<file path="config.mk">
export PLATFORM = sky130hd
export DESIGN_NAME = bitband_bridge
export DESIGN_NICKNAME = d
export VERILOG_FILES = /design/src/rtl/bb_pkg.sv /design/src/rtl/bb_xlate.sv /design/src/rtl/bb_lanes.sv /design/src/rtl/bb_ctrl.sv /design/src/rtl/bitband_bridge.sv
export SDC_FILE = /design/constraint.sdc
export NUM_CORES = 1
export LEC_CHECK = 0
export BUFFER_PORTS_ARGS = -buffer_cell sky130_fd_sc_hd__buf_4
export CAP_MARGIN = 10
export CORE_MARGIN = 3
export CORE_UTILIZATION = 46
export CTS_CLUSTER_DIAMETER = 100
export CTS_CLUSTER_SIZE = 28
export DETAILED_ROUTE_END_ITERATION = 7
export GPL_ROUTABILITY_DRIVEN = 0
export PLACE_DENSITY = 0.92
export SYNTH_ARGS = -nofsm -noshare
export SYNTH_HDL_FRONTEND = slang
export SYNTH_SLANG_ARGS = --single-unit
</file>
<file path="constraint.sdc">
create_clock -name clk -period 2.6 [get_ports clk]
set_input_delay 0.26 -clock clk [delete_from_list [all_inputs] [get_ports clk]]
set_output_delay 0.26 -clock clk [all_outputs]
set_load 0.05 [all_outputs]
</file>
<file path="src/rtl/bb_pkg.sv">
package bb_pkg;

    typedef enum logic [2:0] {
        ST_IDLE,
        ST_RD_REQ,
        ST_RD_WAIT,
        ST_WR_REQ,
        ST_WR_WAIT,
        ST_RESP
    } bb_state_e;

    localparam logic [1:0] SZ_BYTE = 2'd0;
    localparam logic [1:0] SZ_HALF = 2'd1;
    localparam logic [1:0] SZ_WORD = 2'd2;
    localparam logic [1:0] SZ_BAD  = 2'd3;

    localparam int unsigned DW      = 32;
    localparam int unsigned SB_W    = DW / 8;
    localparam int unsigned BIT_W   = $clog2(DW);
    localparam int unsigned ALIAS_SH = 5;

endpackage

</file>
<file path="src/rtl/bb_xlate.sv">
module bb_xlate
    import bb_pkg::*;
#(
    parameter int unsigned   AW    = 32,
    parameter int unsigned   WIN_W = 25,
    parameter logic [AW-1:0] BASE  = 32'h2000_0000
) (
    input  logic [AW-1:0]    alias_addr,
    input  logic [1:0]       size,
    output logic [AW-1:0]    back_addr,
    output logic [BIT_W-1:0] bus_bit,
    output logic [SB_W-1:0]  strb
);
    logic [WIN_W-1:0] offset;
    logic [AW-1:0]    raw_addr;
    logic [BIT_W-1:0] bit_idx;

    assign offset   = alias_addr[WIN_W-1:0];
    assign raw_addr = BASE | AW'(offset[WIN_W-1:ALIAS_SH]);

    always_comb begin
        case (size)
            SZ_BYTE: begin
                back_addr = raw_addr;
                bit_idx   = {2'b00, offset[4:2]};
                strb      = 4'b0001 << raw_addr[1:0];
            end
            SZ_HALF: begin
                back_addr = {raw_addr[AW-1:1], 1'b0};
                bit_idx   = {1'b0, offset[5:2]};
                strb      = 4'b0011 << {raw_addr[1], 1'b0};
            end
            default: begin
                back_addr = {raw_addr[AW-1:2], 2'b00};
                bit_idx   = offset[6:2];
                strb      = 4'b1111;
            end
        endcase
    end

    assign bus_bit = {back_addr[1:0], 3'b000} + bit_idx;

endmodule

</file>
<file path="src/rtl/bb_lanes.sv">
module bb_lanes
    import bb_pkg::*;
(
    input  logic [DW-1:0]    fetched,
    input  logic [BIT_W-1:0] bus_bit,
    input  logic             new_bit,
    output logic             sel_bit,
    output logic [DW-1:0]    merged
);
    assign sel_bit = fetched[bus_bit];

    for (genvar i = 0; i < DW; i++) begin : g_merge
        assign merged[i] = (bus_bit == BIT_W'(i)) ? new_bit : fetched[i];
    end

endmodule

</file>
<file path="src/rtl/bb_ctrl.sv">
module bb_ctrl
    import bb_pkg::*;
#(
    parameter int unsigned AW = 32
) (
    input  logic          clk,
    input  logic          rst_n,
    input  logic          s_valid,
    output logic          s_ready,
    input  logic          s_write,
    input  logic [1:0]    s_size,
    input  logic [AW-1:0] s_addr,
    input  logic          s_wbit,
    output logic          s_rvalid,
    output logic          s_rbit,
    output logic          s_err,
    output logic          m_valid,
    input  logic          m_ready,
    output logic          m_write,
    output logic [DW-1:0] m_wdata,
    input  logic          m_done,
    input  logic          m_err,
    input  logic          sel_bit,
    input  logic [DW-1:0] merged,
    output logic [AW-1:0] cur_addr,
    output logic [1:0]    cur_size,
    output logic          cur_wbit
);
    typedef struct packed {
        bb_state_e     state;
        logic          is_write;
        logic          wbit;
        logic [1:0]    size;
        logic [AW-1:0] alias_addr;
        logic [DW-1:0] data;
        logic          err;
        logic          rbit;
    } ctrl_t;

    ctrl_t q, d;

    always_comb begin
        d = q;
        case (q.state)
            ST_IDLE: begin
                if (s_valid) begin
                    d.is_write   = s_write;
                    d.wbit       = s_wbit;
                    d.size       = s_size;
                    d.alias_addr = s_addr;
                    d.err        = 1'b0;
                    d.rbit       = 1'b0;
                    if (s_size == SZ_BAD) begin
                        d.err   = 1'b1;
                        d.state = ST_RESP;
                    end else begin
                        d.state = ST_RD_REQ;
                    end
                end
            end
            ST_RD_REQ: begin
                if (m_ready) d.state = ST_RD_WAIT;
            end
            ST_RD_WAIT: begin
                if (m_done) begin
                    if (m_err) begin
                        d.err   = 1'b1;
                        d.state = ST_RESP;
                    end else begin
                        d.data = merged;
                        if (q.is_write) begin
                            d.state = ST_WR_REQ;
                        end else begin
                            d.rbit  = sel_bit;
                            d.state = ST_RESP;
                        end
                    end
                end
            end
            ST_WR_REQ: begin
                if (m_ready) d.state = ST_WR_WAIT;
            end
            ST_WR_WAIT: begin
                if (m_done) begin
                    d.err   = m_err;
                    d.state = ST_RESP;
                end
            end
            default: begin
                d.state = ST_IDLE;
            end
        endcase
    end

    always_ff @(posedge clk) begin
        if (!rst_n) begin
            q <= '{state: ST_IDLE, size: SZ_BYTE, default: '0};
        end else begin
            q <= d;
        end
    end

    assign s_ready  = (q.state == ST_IDLE);
    assign s_rvalid = (q.state == ST_RESP);
    assign s_rbit   = q.rbit;
    assign s_err    = q.err;
    assign m_valid  = (q.state == ST_RD_REQ) || (q.state == ST_WR_REQ);
    assign m_write  = (q.state == ST_WR_REQ);
    assign m_wdata  = q.data;
    assign cur_addr = q.alias_addr;
    assign cur_size = q.size;
    assign cur_wbit = q.wbit;

    // once accepted, the slave side stays busy
    a_r10_busy_after_accept: assert property (@(posedge clk) disable iff (!rst_n)
        s_valid && s_ready |=> !s_ready);

    // a pending master request holds until taken
    a_r10_req_held: assert property (@(posedge clk) disable iff (!rst_n)
        m_valid && !m_ready |=> m_valid && $stable(m_write));

    // idle, request and response phases never overlap
    a_r10_phase_excl: assert property (@(posedge clk) disable iff (!rst_n)
        $onehot0({s_ready, m_valid, s_rvalid}));

    // a failed fetch goes straight to an error response
    a_r7_fetch_err_resp: assert property (@(posedge clk) disable iff (!rst_n)
        (q.state == ST_RD_WAIT) && m_done && m_err |=> s_rvalid && s_err && !m_valid);

    // illegal size is answered at once with an error
    a_r9_bad_size: assert property (@(posedge clk) disable iff (!rst_n)
        s_valid && s_ready && (s_size == SZ_BAD) |=> s_rvalid && s_err);

    // a store-back only starts right after a completed fetch
    a_r5_store_after_fetch: assert property (@(posedge clk) disable iff (!rst_n)
        $rose(m_valid) && m_write |-> $past(m_done) && !$past(m_err));

endmodule

</file>
<file path="src/rtl/bitband_bridge.sv">
module bitband_bridge
    import bb_pkg::*;
#(
    parameter int unsigned   AW    = 32,
    parameter int unsigned   WIN_W = 25,
    parameter logic [AW-1:0] BASE  = 32'h2000_0000
) (
    input  logic          clk,
    input  logic          rst_n,
    input  logic          s_valid,
    output logic          s_ready,
    input  logic          s_write,
    input  logic [1:0]    s_size,
    input  logic [AW-1:0] s_addr,
    input  logic [31:0]   s_wdata,
    output logic          s_rvalid,
    output logic [31:0]   s_rdata,
    output logic          s_err,
    output logic          m_valid,
    input  logic          m_ready,
    output logic          m_write,
    output logic [AW-1:0] m_addr,
    output logic [1:0]    m_size,
    output logic [3:0]    m_strb,
    output logic [31:0]   m_wdata,
    input  logic          m_done,
    input  logic [31:0]   m_rdata,
    input  logic          m_err
);
    localparam int unsigned REGION_W = WIN_W - ALIAS_SH;

    logic [AW-1:0]    cur_addr;
    logic [1:0]       cur_size;
    logic             cur_wbit;
    logic [BIT_W-1:0] bus_bit;
    logic             sel_bit;
    logic [DW-1:0]    merged;
    logic             rbit;
    logic [SB_W-1:0]  strb;

    bb_xlate #(.AW(AW), .WIN_W(WIN_W), .BASE(BASE)) u_xlate (
        .alias_addr (cur_addr),
        .size       (cur_size),
        .back_addr  (m_addr),
        .bus_bit    (bus_bit),
        .strb       (strb)
    );

    bb_lanes u_lanes (
        .fetched (m_rdata),
        .bus_bit (bus_bit),
        .new_bit (cur_wbit),
        .sel_bit (sel_bit),
        .merged  (merged)
    );

    bb_ctrl #(.AW(AW)) u_ctrl (
        .clk      (clk),
        .rst_n    (rst_n),
        .s_valid  (s_valid),
        .s_ready  (s_ready),
        .s_write  (s_write),
        .s_size   (s_size),
        .s_addr   (s_addr),
        .s_wbit   (s_wdata[0]),
        .s_rvalid (s_rvalid),
        .s_rbit   (rbit),
        .s_err    (s_err),
        .m_valid  (m_valid),
        .m_ready  (m_ready),
        .m_write  (m_write),
        .m_wdata  (m_wdata),
        .m_done   (m_done),
        .m_err    (m_err),
        .sel_bit  (sel_bit),
        .merged   (merged),
        .cur_addr (cur_addr),
        .cur_size (cur_size),
        .cur_wbit (cur_wbit)
    );

    assign m_size  = cur_size;
    assign m_strb  = m_write ? strb : '0;
    assign s_rdata = {31'b0, rbit};

    // every backing request stays inside the region named by BASE
    a_r1_in_region: assert property (@(posedge clk) disable iff (!rst_n)
        m_valid |-> (m_addr >> REGION_W) == (BASE >> REGION_W));

    // a store-back always enables at least one byte lane
    a_r6_strb_set: assert property (@(posedge clk) disable iff (!rst_n)
        m_valid && m_write |-> m_strb != 4'b0000);

endmodule

</file>
==> impl_metrics.py <==
metrics = {
    "logic_synthesis": {
        "yosys.cell_count.top_type": "buf_4",
        "ys_types": 44,
        "synth_top_family_by_area": "buffers and inverters",
        "synth_area_um2": 4030,
        "post-synth-top-area-fraction_pct": 31.8,
        "synth-edff-count": 0,
        "yosys-top-cells-area": "dfxtp_1 (32%), buf_4 (18%), nand2_1 (8.7%), mux2i_1 (6.5%), nor2_1 (4.3%)",
        "ys_seq_area_share_pct": 31.8,
        "synth_ff_type": "dfxtp_1",
        "synth-xor-area-share_pct": 0.838,
        "syn_area_per_cell_um2": 7.73,
        "synth_largest_area_cell": "dfxtp_1",
        "yosys.area_share.adder_pct": 0.310,
        "yosys_warnings": 0,
        "syn_inst": 522,
        "synth_seq_cells": 64,
        "synth_simple_gate_area_share_pct": 21.5,
        "synth_compound_area_share_pct": 13.7,
        "yosys-mux-area-fraction_pct": 9.53,
        "netlist_top_cells_count": "buf_4 (96), nand2_1 (93), dfxtp_1 (64)",
        "postSynth.asyncResetShare_pct": 0,
    },
    "worst_setup_path": {
        "worstPathRequired_ps": 2820,
        "cp_num_buf_inv": 0,
        "crit_type": "reg2reg",
        "crit_family": "compound AO/OA/AOI/OAI gates",
        "cp.arrival_ps": 2600,
        "cpPeakStageDelay_ps": 480,
        "crit_chain": "nor3b_4, ha_1, nand2b_1, a2111oi_0, a311oi_1, a31oi_1, o21ai_1",
        "cp_max_fo": 9,
        "end_kind": "flip-flop",
        "worst_path_max_delay_cell": "a2111oi_0",
        "startpoint_type": "flip-flop",
    },
    "final_layout": {
        "fillers": 731,
        "area_growth_pct": 18.2,
        "n_antenna_cell": 0,
        "register_area_um2": 1280,
        "multi_input_area_um2": 2060,
        "drive_gt1_share_pct": 29.7,
        "fin_nets": 691,
    },
    "global_routing": {
        "grt_pass1_vias": 3434,
        "antenna_found_initial": 0,
        "grt_max_degree": 66,
        "grt_use_total_pct": 21.1,
        "grt_overflow_total": 0,
        "grt_pass1_wl_mm": 16.7,
    },
    "clock_tree": {
        "cts_made_buffers": 9,
        "insertion_delay_ps": 340,
        "clkSinkCount": 64,
        "htreeDepth": 3,
        "postCtsResizedCells": 0,
        "cts_hold_buffers": 0,
        "cts_buffer_depth": 2,
        "cts_tree": "yes",
        "clockRootBuffer": "clkbuf_8",
        "clkSlewWorstSetupHoldPaths_ps": 80,
        "post_cts_buffers": 0,
    },
    "drt": {
        "drtIter0Drc": 148,
        "via_count": 3674,
        "vias_per_cell": 5.29,
        "routed_wl_mm": 10.7,
        "drt_pass1_iterations": 4,
        "wl_per_cell_um": 15.4,
        "drc": 0,
        "drtAntennaViolNets": 0,
    },
    "power": {
        "powerDensity_nw_per_um2": 578,
        "leakage_nw": 2.07,
        "p_total_mw": 2.76,
        "ir_drop_mv": 0.381,
    },
    "floorplanning": {
        "start_util_pct": 48.1,
        "die_area_um2": 9930,
        "dieWidth_um": 99.6,
        "ios": 212,
        "fp.coreArea_um2": 8380,
        "chipHeight_um": 99.6,
        "num_rows": 33,
    },
    "run": {
        "maxCapViolCount": 0,
    },
    "run_status": {
        "status": "complete, no violations",
    },
    "timing": {
        "rsz0062_at_grt": "false",
        "fmax_mhz": 421,
        "setup_viol": 0,
        "skew_ps": 12.9,
        "tns_ps": 0,
        "finalCritPeriodShare_pct": 91.3,
        "drv_slew": 0,
        "layout_min_cycle_time_ps": 2370,
        "holdWs_ps": 155,
        "hold_viol_final": 0,
        "worst_slew_pin_slew_ps": 946,
        "slew-limit-headroom_pct": 36.7,
    },
    "placement": {
        "hpwl_mm": 8.08,
        "io_buffers": 128,
    },
    "worst_hold_path": {
        "hold_path_class": "in2reg",
    },
}
## layer usage
layer  routed length, um  GRT usage, %  up-vias
met1                4210          25.3     1711
li1                    -             -     1761
met2                5260          35.9      184
met3                1020          5.89       18
met5                   0             0        -
met4                 185          7.77        0
## cell type report
type | count | share of cell area, %
Tap cell | 105 | 2.76
Sequential cell | 64 | 26.9
Clock buffer | 9 | 2.60
Clock inverter | 7 | 1.50
Timing Repair Buffer | 142 | 22.6
Inverter | 6 | 0.472
Multi-Input combinational cell | 362 | 43.2
## state kept, by name (all words and copies together), names as in the netlist
signal and count:
u_ctrl.q 4, u_ctrl.cur_addr 23, u_ctrl.s_err 1, u_ctrl.cur_size 2, u_ctrl.m_wdata 32, u_ctrl.s_rbit 1
u_ctrl.cur_wbit 1
## worst min-delay path, cell delays in order
cell and delay [ps]:
buf_4 110, nand2_1 40, a21oi_1 50
## report_power, final
| group | leakage (nW) | switching (mW) | total, mW | internal, mW |
|---|---|---|---|---|
| clock | 0.0916 | 0.420 | 0.862 | 0.442 |
| sequential | 0.521 | 0.0533 | 1.08 | 1.03 |
| combinational | 1.46 | 0.558 | 0.813 | 0.254 |
## cell usage in the layout (no fill, tap or decap), types with 3 or more instances in the layout
master | synthesis | final
dfxtp_1 | 64 | 64
nor3_1 | 16 | 13
nor2_1 | 46 | 45
nor3_2 | 1 | 3
clkbuf_8 | 0 | 9
mux4_2 | 5 | 5
inv_1 | 5 | 5
nand2b_1 | 4 | 4
buf_4 | 96 | 141
a311oi_1 | 15 | 15
nand4_1 | 3 | 3
clkinvlp_4 | 0 | 3
nand3_1 | 22 | 22
conb_1 | 2 | 43
a21oi_1 | 30 | 29
a211oi_1 | 18 | 18
o21ai_0 | 5 | 5
mux2i_1 | 26 | 26
nor2b_1 | 7 | 7
nand2_1 | 93 | 93
## per-stage QoR
step	cells	area (um^2)	utilization (%)	setup WS, ps
2_1_floorplan	563	4220	-	144
3_3_place_gp	679	4570	54.5	360
3_5_place_dp	679	4570	54.5	276
4_1_cts	695	4770	56.9	223
5_1_grt	695	4770	56.9	44.9
6_report	695	4770	56.9	226
## kinds of logic after synthesis
| family | after synthesis |
|---|---|
| adder cells (fa/ha/maj) | 1 |
| flip-flops | 64 |
| buffers and inverters | 137 |
| XOR/XNOR | 3 |
| AND/OR/NAND/NOR | 201 |
| AO/OA/AOI/OAI | 82 |
| other | 2 |
| multiplexers | 32 |
## path summary, 6_finish.rpt
check                      from                  end  slack (ps)  depth (start not counted)
min                  s_addr[21]  u_ctrl.cur_addr[21]         160                          3
max          u_ctrl.cur_size[1]        u_ctrl.s_rbit         230                          7
max reg2reg  u_ctrl.cur_size[1]        u_ctrl.s_rbit         230                          7
min reg2reg     u_ctrl.cur_wbit      u_ctrl.cur_wbit         460                          2
(Power assumes the default switching activity.)
